==> config.mk <==
export PLATFORM = sky130hd
export DESIGN_NAME = spr_addr_class
export DESIGN_NICKNAME = d
export VERILOG_FILES = /design/src/rtl/spr_chk_pkg.sv /design/src/rtl/spr_addr_class.sv
export SDC_FILE = /design/constraint.sdc
export NUM_CORES = 1
export LEC_CHECK = 0
export ABC_AREA = 1
export BUFFER_PORTS_ARGS = -buffer_cell sky130_fd_sc_hd__buf_2
export CORE_AREA = 4 4 41 43
export DETAILED_ROUTE_END_ITERATION = 10
export DIE_AREA = 0 0 45 47
export SYNTH_ARGS = -nofsm -noshare
export SYNTH_HDL_FRONTEND = slang
export SYNTH_SLANG_ARGS = --single-unit
==> constraint.sdc <==
create_clock -name vclk -period 1
set_input_delay 0.1 -clock vclk [all_inputs]
set_output_delay 0.1 -clock vclk [all_outputs]
set_load 0.05 [all_outputs]
==> src/rtl/spr_chk_pkg.sv <==
// Package: address constants and the classification record shared by the
// special-register checker. Assumes addresses are (group << 11) | index.
package spr_chk_pkg;

    localparam int unsigned SPR_AW    = 16;
    localparam int unsigned GRP_SHIFT = 11;

    // Build an address from group and index.
    function automatic logic [SPR_AW-1:0] spr_at(input int unsigned grp,
                                                 input int unsigned idx);
        return SPR_AW'((grp << GRP_SHIFT) | idx);
    endfunction

    localparam logic [SPR_AW-1:0] A_VERSION = spr_at(0, 0);
    localparam logic [SPR_AW-1:0] A_UNITS   = spr_at(0, 1);
    localparam logic [SPR_AW-1:0] A_CPUCFG  = spr_at(0, 2);
    localparam logic [SPR_AW-1:0] A_NEXTPC  = spr_at(0, 16);
    localparam logic [SPR_AW-1:0] A_STATUS  = spr_at(0, 17);
    localparam logic [SPR_AW-1:0] A_PREVPC  = spr_at(0, 18);
    localparam logic [SPR_AW-1:0] A_FPCTL   = spr_at(0, 20);
    localparam logic [SPR_AW-1:0] A_EXC_PC  = spr_at(0, 32);
    localparam logic [SPR_AW-1:0] A_EXC_SR  = spr_at(0, 64);
    localparam logic [SPR_AW-1:0] A_MAC_LO  = spr_at(5, 1);
    localparam logic [SPR_AW-1:0] A_MAC_HI  = spr_at(5, 2);
    localparam logic [SPR_AW-1:0] A_TMODE   = spr_at(10, 0);

    typedef struct packed {
        logic rd_legal;   // address may be read
        logic wr_plain;   // address may be written unconditionally
        logic npc;        // address is the jump target register
        logic tmode;      // address is the timer mode register
    } spr_class_t;

endpackage

==> src/rtl/spr_addr_class.sv <==
// Address classifier: sorts a register address into the readable list, the
// plain-writable list, the jump register and the timer mode register.
// Purely combinational; assumes the general-register window lies in group 0.
module spr_addr_class
    import spr_chk_pkg::*;
#(
    parameter int unsigned GPR_BASE  = 1024,
    parameter int unsigned GPR_COUNT = 512
) (
    input  logic [SPR_AW-1:0] addr_i,
    output spr_class_t        cls_o
);

    localparam int unsigned N_RD = 9;
    localparam int unsigned N_WR = 6;
    localparam logic [SPR_AW-1:0] GPR_LO = SPR_AW'(GPR_BASE);
    localparam logic [SPR_AW-1:0] GPR_HI = SPR_AW'(GPR_BASE + GPR_COUNT - 1);

    localparam logic [SPR_AW-1:0] RD_LIST [N_RD] = '{
        A_MAC_HI, A_EXC_PC, A_STATUS, A_VERSION, A_FPCTL,
        A_UNITS, A_MAC_LO, A_PREVPC, A_CPUCFG
    };
    localparam logic [SPR_AW-1:0] WR_LIST [N_WR] = '{
        A_EXC_SR, A_MAC_LO, A_STATUS, A_FPCTL, A_MAC_HI, A_EXC_PC
    };

    logic [N_RD-1:0] rd_hit;
    logic [N_WR-1:0] wr_hit;
    logic            in_gpr;

    // One comparator per readable address.
    for (genvar g = 0; g < N_RD; g++) begin : g_rd
        assign rd_hit[g] = (addr_i == RD_LIST[g]);
    end

    // One comparator per plain-writable address.
    for (genvar g = 0; g < N_WR; g++) begin : g_wr
        assign wr_hit[g] = (addr_i == WR_LIST[g]);
    end

    // Inclusive window check for the shadow general registers.
    always_comb begin
        in_gpr = (addr_i >= GPR_LO) && (addr_i <= GPR_HI);
    end

    // Assemble the classification record.
    always_comb begin
        cls_o.rd_legal = (|rd_hit) || in_gpr;
        cls_o.wr_plain = (|wr_hit) || in_gpr;
        cls_o.npc      = (addr_i == A_NEXTPC);
        cls_o.tmode    = (addr_i == A_TMODE);
    end

    // The write categories are mutually exclusive.
    always_comb begin
        AST_WR_CLASS_EXCL: assert ($onehot0({cls_o.wr_plain, cls_o.npc, cls_o.tmode}));
    end

endmodule

==> summary.md, run 1 <==
The number of optimization iterations in the first detailed-route pass is 2. During I/O placement, the number of pins put on the boundary was 20. The total area inside the core boundary comes to 1300 um^2. Mean post-synth cell area: 4.83 um^2. The number of endpoints with negative hold slack in the final report came out at 0. Counting the clock-network buffers in the layout gives 0.

Of all cell types, the one taking the most synthesized area is nor2_1. Setup repair after global routing could not meet its margin everywhere. The tools report the max-cap violation count as 0. VDD sags by at most 0.112 mV. Critical path start-end classification: input pin to output port.

For this configuration, the core starts out at a cell density of 21.2%. The logs give -0.137 ns for the setup slack of the critical path after layout and 83.2% for the tightest slew margin relative to the limit. The placed instances occupy a cell area of 469 um^2. The ratio of total power to cell area works out to 254 nW/um^2. The logs give 0 for the initial antenna violation count and 681 um^2 for the area of all placed cells without fillers. For the endpoint required time on the critical path, the log shows 0.90 ns. The count of cell types in the netlist is 12. In this run the vertical extent of the chip is 47 um. The flow ran to the end, but the final reports show violations. The logs give 6 for the maximum number of pins on one net before global-route repair and 104 for the final net count. The cell with the largest stage delay on the worst path is nor2_4.

For the finished layout, the period the worst path requires is 1.14 ns. The data arrival at the endpoint of the critical path is 1.04 ns. After the first detailed-routing iteration, the DRC count stood at 2.

The checks that failed: negative setup slack. The die outline area is 2120 um^2. The detailed router placed 446 vias in this run. The run gives 0.000173 W as the overall power consumption. The worst-case hold path end point is cls_o[0]. The run gives 687 um as the HPWL reported at the end of detailed placement. The worst hold path belongs to the class input pin to output port. The delay of the slowest cell on the worst path works out to 0.17 ns. Fmax: 880 MHz. The routed design has 965 um of wire.

The number of instances in the synthesized netlist is 57. The logs give 13 for the row count and 0 for the max-slew violation total from the final report. The signal on the critical path passes through buf_6 > nor2_4 > nand2_4 > nor2_1 > nand2_1 > nand3_1 > nor2_2 > nand2_2 > buf_8. The Yosys step of the flow raised 0 warnings.

The global route total overflow is 0. The antenna diode count is 0. Setup violations remaining at the end of the flow were counted as 4.

The run gives 275 um^2 as the synthesized area. The worst hold path passes through 4 cells. In the post-synthesis netlist, the biggest area contributors are nor2_1, nand2_1, nor2_4, nand3_1, inv_1.

The routed length per instance was 9.55 um. The transition time at the pin with the least slew margin came out at 0.250 ns. At the end of routability-driven placement, the weighted congestion stood at 0.689. The logs give 52.3% for the final design utilization and 0% for the part of the Yosys area used for sequential elements. The logs give 8.73% for the overall routing resource usage and 0.299 nW for the leakage power of the design. The floorplan step set the die width to 45 um. Counting every net in the synthesized netlist gives 73. The count of nets left with antenna violations once routing finished came out at 0. The number of sequential cells was 0. The logs give 0 um^2 for the register area and 0 for the post-route DRC violation count. In the routed layout, each cell is associated on average with a via count of 4.42. The area growth from synthesis to layout is 147%. The first global-routing pass estimated 1440 um of wire. Of the cells placed in the final design, the portion with a size suffix greater than 1 is 66.3%. In this run the biggest area consumer among cell types represents 28.6% of the synthesized area.

In this run the worst path has a maximum fanout of 5. The worst setup path is launched from an input pin. Final clock period utilization by the worst path: 114%. STA classifies the critical path endpoint as an output port. During placement, the flow inserted port buffers numbering 20.

The worst hold path begins at addr_i[12]. The via count of the first global-routing pass is 412.
## worst max-delay path by stage
stage,startpoint,end,slack [ns],cells after the start
global placement,addr_i[6],cls_o[3],-0.24,9
floorplan,addr_i[6],cls_o[0],-0.08,3
global route,addr_i[1],cls_o[3],-0.20,9
detailed placement,addr_i[6],cls_o[3],-0.24,9
finish,addr_i[2],cls_o[3],-0.14,9
CTS,addr_i[9],cls_o[2],-0.11,9
## per-layer routing
layer	track usage, %	part of all wire (%)
met1	8.09	35
met4	0	0
met3	0.383	5.8
met2	20.9	59
met5	0	0
## logic make-up (layout without fill, tap and decap cells)
logic type | after synthesis | in the layout | synth area share [%]
AO/OA/AOI/OAI | 3 | 3 | 6.36
buffers and inverters | 5 | 34 | 6.82
AND/OR/NAND/NOR | 49 | 49 | 86.8
## cells in the final DEF (no fill, tap or decap), types with 2 or more instances in the layout
cell / instances
buf_4: 7
nor2_4: 12
nor2_2: 5
nand2_2: 6
buf_8: 3
nor2_1: 10
nand3_1: 4
nand2_1: 6
nand2_4: 2
buf_2: 7
buf_6: 12
inv_1: 5
a21oi_1: 2
## cells in the mapped netlist
cell type,n
nand3_1,4
nor4_1,2
nand2_2,2
a21oi_1,2
nand2_1,12
nand3_2,1
nor2_4,3
nand3b_1,1
a22oi_1,1
inv_1,5
nor2_1,21
nor2_2,3
## worst max-delay path, delay by kind of cell
kind,cells,cell delay (ns)
buffers and inverters,2,0.24
and+or+nand+nor,7,0.69
## stage by stage
step / hold WS [ns] / setup WS, ns / cells / setup TNS [ns]
6_report: 0.606 / -0.137 / 101 / -0.407
5_1_grt: 0.614 / -0.204 / 101 / -0.675
4_1_cts: 0.609 / -0.105 / 99 / -0.332
3_5_place_dp: 0.690 / -0.243 / 97 / -0.799
3_3_place_gp: 0.693 / -0.238 / 97 / -0.788
2_1_floorplan: 0.400 / -0.0842 / 57 / -0.114
## timing repair
| action | 4_1_cts | 5_1_grt |
|---|---|---|
| pin swaps | 17 | 4 |
| hold buffers | 0 | 0 |
| endpoints found under the hold margin | 0 | 0 |
| setup endpoints to repair | 4 | 4 |
| setup buffers | 2 | 2 |
| resized for setup | 36 | 9 |
## layout make-up
cell class                      instances  area, um^2
Multi-Input combinational cell         52         375
Tap cell                               15        18.8
Fill cell                             144         621
Inverter                                5        18.8
Timing Repair Buffer                   29         268
## power breakdown
part	internal (W)	leakage, nW	switching, W
combinational	0.0000896	0.299	0.0000836
clock	0	0	0
sequential	0	0	0
Power figures use the tool's default switching activity.
==> run 2, diff against run 1 <==
clock period = 1.1 ns   (was 1 ns; I/O delays follow)
==> summary.md, run 2 (synthesis results as in run 1) <==
The critical path start-end classification was input pin to output port. The switching part of the total power was 49.2% (+0.93 points). The maximum number of pins on one net before global-route repair is 6 (unchanged). The cell with the largest stage delay on the worst path is buf_6. The tools report the data arrival at the endpoint of the critical path as 1.04 ns (about the same). Delay of the slowest cell on the worst path: 0.15 ns (-0.02 ns).

The run gives 0.0000829 W (-0.87%) as the net switching power of the design. The library cells used most frequently in the layout, excluding fill and tap cells, are buf_6, nor2_4, nor2_1, buf_4, nand2_1. The dominant cell type by count on the critical path was nand2_1. The biggest fanout along the worst timing path came out at 3 (-2). The share of total power in sequential cells came out at 0% (unchanged). The number of optimization iterations in the first detailed-route pass is 2 (unchanged), and the HPWL reported at the end of detailed placement is 774 um (+13%).

Via count of the first global-routing pass: 445 (+8.0%). The tools report the number of hold buffers added after cts as 0 (unchanged). The tightest slew margin relative to the limit came out at 85.3% (+2.1 points).

The number of endpoints with negative hold slack in the final report was 0 (unchanged); the overall routing resource usage was 10.4% (+1.7 points). The run gives 138 (-4.2%) as the filler cell count. Fraction of power consumed by the clock network: 0% (unchanged). The tools report the die outline area as 2120 um^2 (unchanged). The checks that failed: negative setup slack. The starting density of the core was 21.2% (unchanged). The run gives 3 (+1) as the iteration-0 DRC count of the detailed router. The tools report the fmax as 870 MHz.

The tools report the final net count as 106 (+1.9%). The worst setup path is captured at an output port. The tools report the max-cap violation count as 0 (unchanged). The setup violation total in the final timing report is 4 (unchanged).

The endpoint required time on the critical path is 0.99 ns (+0.09 ns). The logs give 0 (unchanged) for the post-route DRC violation count and 0 (unchanged) for the layout clock buffer count. The run gives 20 (unchanged) as the number of top-level design ports. The logs give 0 (unchanged) for the number of sequential cells and 0.803 (+17%) for the routability congestion estimate from global placement.

The flow ran to the end, but the final reports show violations. The leakage power of the design was 0.310 nW (+3.6%). The total internal power was 0.0000856 W (-4.5%); the height of the die was 47 um (unchanged).

Type of the tightest min-delay check: input pin to output port. The largest delay contributor family on the critical path is simple AND/OR/NAND/NOR gates. The width of the chip is 45 um (unchanged), and the worst vdd rail ir drop is 0.119 mV (+6.0%). Compared with the post-synthesis result, the final layout area differs by 152%. For the setup slack of the critical path after layout, the log shows -0.0500 ns (+0.0866 ns). The setup TNS after final layout came out at -0.102 ns (+0.305 ns). Traced cell by cell, the critical path runs through buf_2 > inv_1 > nor2_2 > nand2_2 > nor2_4 > nand2_1 > nand3_1 > nor2_1 > nand2_1 > buf_6. For the total core area, the log shows 1300 um^2 (unchanged).

For the count of vias placed by the detailed router, the log shows 470 (+5.4%). The total length of routed wires came out at 1080 um (+12%). The antenna diode count came out at 0 (unchanged). The ratio of total power to cell area is 243 nW/um^2 (-4.5%), and the ratio of routed vias to standard cells is 4.56 (+3.3%). STA classifies the critical path startpoint as an input pin.

Register area: 0 um^2 (unchanged). The most common library cell in the layout ignoring fill and taps was buf_6. The power share of the combinational group is 100.0% (about the same), and the max-slew violation total from the final report is 0 (unchanged).

The count of input and output buffers is 20 (unchanged). The count of buffering cells on the critical path with inverters included came out at 3 (+1). The routed length per instance is 10.5 um (+9.7%), and the initial antenna violation count is 0 (unchanged).

Fraction of layout cells with a size suffix above 1: 64.8% (-1.5 points). The tools report the final design utilization as 53.3% (+0.96 points). For the first-pass GRT wire length, the log shows 1720 um (+19%). The global route total overflow came out at 0 (unchanged). The remaining antenna violation count is 0 (unchanged), and the row count is 13 (unchanged). Transition time at the pin with the least slew margin: 0.218 ns (-0.0312 ns). Minimum clock period after layout: 1.15 ns. The final clock period utilization by the worst path works out to 105%.

Setup repair after global routing could not meet its margin everywhere.
[run 2: changes by cell type in the layout (fill, tap and decap cells not counted)]
cell | before | now
nor2_2 | 5 | 4
buf_2 | 7 | 6
nand2_2 | 6 | 4
nor2_1 | 10 | 11
nor4_2 | 1 | 0
nand2_1 | 6 | 8
nand3_1 | 4 | 3
buf_4 | 7 | 10
nor4_4 | 1 | 2
buf_8 | 3 | 0
nand3_2 | 1 | 2
buf_6 | 12 | 15
[run 2: power groups by stage]
stage          combinational (W)  clock [W]  sequential, W
2_1_floorplan          0.0000410          0              0
3_3_place_gp            0.000103          0              0
3_5_place_dp            0.000104          0              0
4_1_cts                 0.000154          0              0
5_1_grt                 0.000181          0              0
6_report                0.000168          0              0
[run 2: final timing paths]
check             cells after the start  slack, ns       end  startpoint
setup / recovery                     10      -0.05  cls_o[3]   addr_i[1]
hold / removal                        4       0.62  cls_o[0]  addr_i[14]
[run 2: repair_timing]
action,4_1_cts,5_1_grt
buffers inserted,1,2
endpoints found under the hold margin,0,0
setup endpoints to repair,4,4
pin swaps,24,9
gates resized for setup,44,7
[run 2: per-layer routing]
metal  GRT usage (%)  wire, um  up-vias
met1            11.9       377      212
li1                -         -      242
met2            21.5       613       14
met4            1.75        14        0
met3               0        74        2
met5               0         0        -
[run 2: layout make-up]
class / count / area (um^2) / share of cell area (%)
inverter: 5 / 18.8 / 2.71
multi-input combinational: 52 / 382 / 55.1
tap: 15 / 18.8 / 2.71
timing repair buffer: 31 / 274 / 39.5
[run 2: metrics by stage]
stage | setup WS [ns] | hold slack (ns) | instances | total power, W | instance area (um^2)
floorplan | -0.0776 | 0.415 | 57 | 0.0000410 | 293
global placement | -0.235 | 0.706 | 100 | 0.000103 | 472
detailed placement | -0.234 | 0.705 | 100 | 0.000104 | 472
CTS | -0.0177 | 0.619 | 101 | 0.000154 | 649
global route | -0.113 | 0.629 | 103 | 0.000181 | 693
finish | -0.0500 | 0.622 | 103 | 0.000168 | 693
==> run 3, diff against run 2 <==
clock period = 1.32 ns   (was 1.1 ns; I/O delays follow)
==> summary.md, run 3 (synthesis results as in run 1) <==
The run finished with clean final reports. The final net count is 100 (-5.7%), and the minimum clock period after layout is 1.25 ns. The HPWL reported at the end of detailed placement came out at 713 um (-7.9%). The post-route DRC violation count was 0 (unchanged).

The number of hold buffers added after cts was 0 (unchanged). The number of sequential cells came out at 0 (unchanged). The logs give 97 (-3.0%) for the cell count after placement and 1120 um (-35%) for the first-pass GRT wire length. For the total core area, the log shows 1300 um^2 (unchanged). The row count is 13 (unchanged). The number of optimization iterations in the first detailed-route pass was 2 (unchanged); the antenna diode count was 0 (unchanged). The max-slew violation total from the final report was 0 (unchanged); the leakage power of the design was 0.230 nW (-26%). The area growth from synthesis to layout is 74.5%.

The run gives 0 (unchanged) as the initial antenna violation count. The count of input and output buffers is 20 (unchanged). For the number of endpoints with negative hold slack in the final report, the log shows 0 (unchanged). The run gives 421 (-10%) as the count of vias placed by the detailed router.

The final clock period utilization by the worst path is 94.9%. The starting density of the core is 21.2% (unchanged). The critical path ends at cls_o[1]. The die outline area came out at 2120 um^2 (unchanged). The worst setup path is launched from an input pin. For the overall routing resource usage, the log shows 6.53% (-3.9 points). The critical path in this run is classified as input pin to output port.

For the fmax, the log shows 799 MHz. The data arrival at the endpoint of the critical path came out at 1.12 ns (+0.08 ns). The run gives 0.747 (-7.0%) as the routability congestion estimate from global placement. The max-cap violation count was 0 (unchanged).

The run gives 97 (-5.8%) as the count of placed standard cells in the final layout, fillers left out. The fraction of layout cells with a size suffix above 1 came out at 50.0% (-15 points). The tools report the filler cell count as 161 (+17%). The overall power consumption was 0.0000812 W (-52%); the global route total overflow was 0 (unchanged). The setup violation total in the final timing report was 0 (-4).

The width of the chip is 45 um (unchanged), and the iteration-0 DRC count of the detailed router is 1 (-2). The run gives 20 (unchanged) as the number of top-level design ports. The height of the die is 47 um (unchanged). Setup repair after global routing left no endpoint under its margin.

The tools report the layout clock buffer count as 0 (unchanged). Leaving out fill and tap cells, the most frequent cells in the layout are nor2_1, buf_2, nand2_1, nor2_2. The transition time at the pin with the least slew margin works out to 0.380 ns (+0.161 ns).

The setup TNS after final layout is 0 ns (+0.102 ns). Endpoint required time on the critical path: 1.19 ns (+0.20 ns). The remaining antenna violation count is 0 (unchanged), and the total length of routed wires is 785 um (-27%). Type of the tightest min-delay check: input pin to output port. For the maximum number of pins on one net before global-route repair, the log shows 6 (unchanged).

The register area came out at 0 um^2 (unchanged). The source of the critical timing path is addr_i[10]. The via count of the first global-routing pass is 324 (-27%), and the ratio of routed vias to standard cells is 4.34 (-4.9%). The routed length per instance works out to 8.09 um (-23%). The worst setup path is captured at an output port. Startpoint of the lowest-slack hold path: addr_i[12].

The ratio of total power to cell area is 169 nW/um^2 (-30%). The tightest slew margin relative to the limit was 74.5% (-11 points). The biggest fanout along the worst timing path was 3 (unchanged).

For the worst vdd rail ir drop, the log shows 0.0630 mV (-47%).
[run 3: cell types whose count changed in the layout (fill, tap and decap cells not counted), sizes merged]
cell	before	now
buf	31	25
[run 3: critical path, stage by stage]
cell and delay [ns]:
buf_2 0.12, nor2_1 0.13, nand2_2 0.10, nor2_4 0.12, nand3_2 0.08, buf_4 0.14
nor2_2 0.06, buf_2 0.26
[run 3: stage by stage]
step	setup slack, ns	cell area (um^2)	utilization (%)	hold WS [ns]
6_report	0.0677	480	36.9	0.692
5_1_grt	0.00263	480	36.9	0.720
4_1_cts	0.00671	454	34.9	0.750
3_5_place_dp	-0.0157	449	34.5	0.750
3_3_place_gp	0.00361	449	34.5	0.749
2_1_floorplan	0.0984	293	-	0.459
[run 3: final cells by class]
type,instances,area (um^2),share of cell area [%]
Timing Repair Buffer,25,156,32.6
Inverter,5,18.8,3.91
Tap cell,15,18.8,3.91
Multi-Input combinational cell,52,287,59.6
[run 3: metal layers]
metal / global-route usage [%] / share of wire, % / up-vias
li1: - / - / 230
met1: 8.99 / 45 / 179
met2: 12.1 / 47 / 12
met3: 0 / 7.6 / 0
met4: 0 / 0 / 0
met5: 0 / 0 / -
[run 3: repair_timing]
action,in CTS,in global routing
pin swaps,0,1
gates resized for setup,2,10
buffers inserted,0,0
endpoints found under the setup margin,2,4
[run 3: worst min path at each step]
stage / cells after the start / slack [ns] / to
final: 4 / 0.69 / cls_o[0]
after global placement: 4 / 0.75 / cls_o[0]
after CTS: 4 / 0.75 / cls_o[0]
after global routing: 4 / 0.72 / cls_o[0]
after floorplan: 2 / 0.46 / cls_o[0]
after detailed placement: 4 / 0.75 / cls_o[0]
[run 3: report_power, final]
| part | leakage, nW | switching (W) | internal (W) | total (W) |
|---|---|---|---|---|
| clock network | 0 | 0 | 0 | 0 |
| registers | 0 | 0 | 0 | 0 |
| logic | 0.230 | 0.0000461 | 0.0000352 | 0.0000812 |
| total | 0.230 | 0.0000461 | 0.0000352 | 0.0000812 |
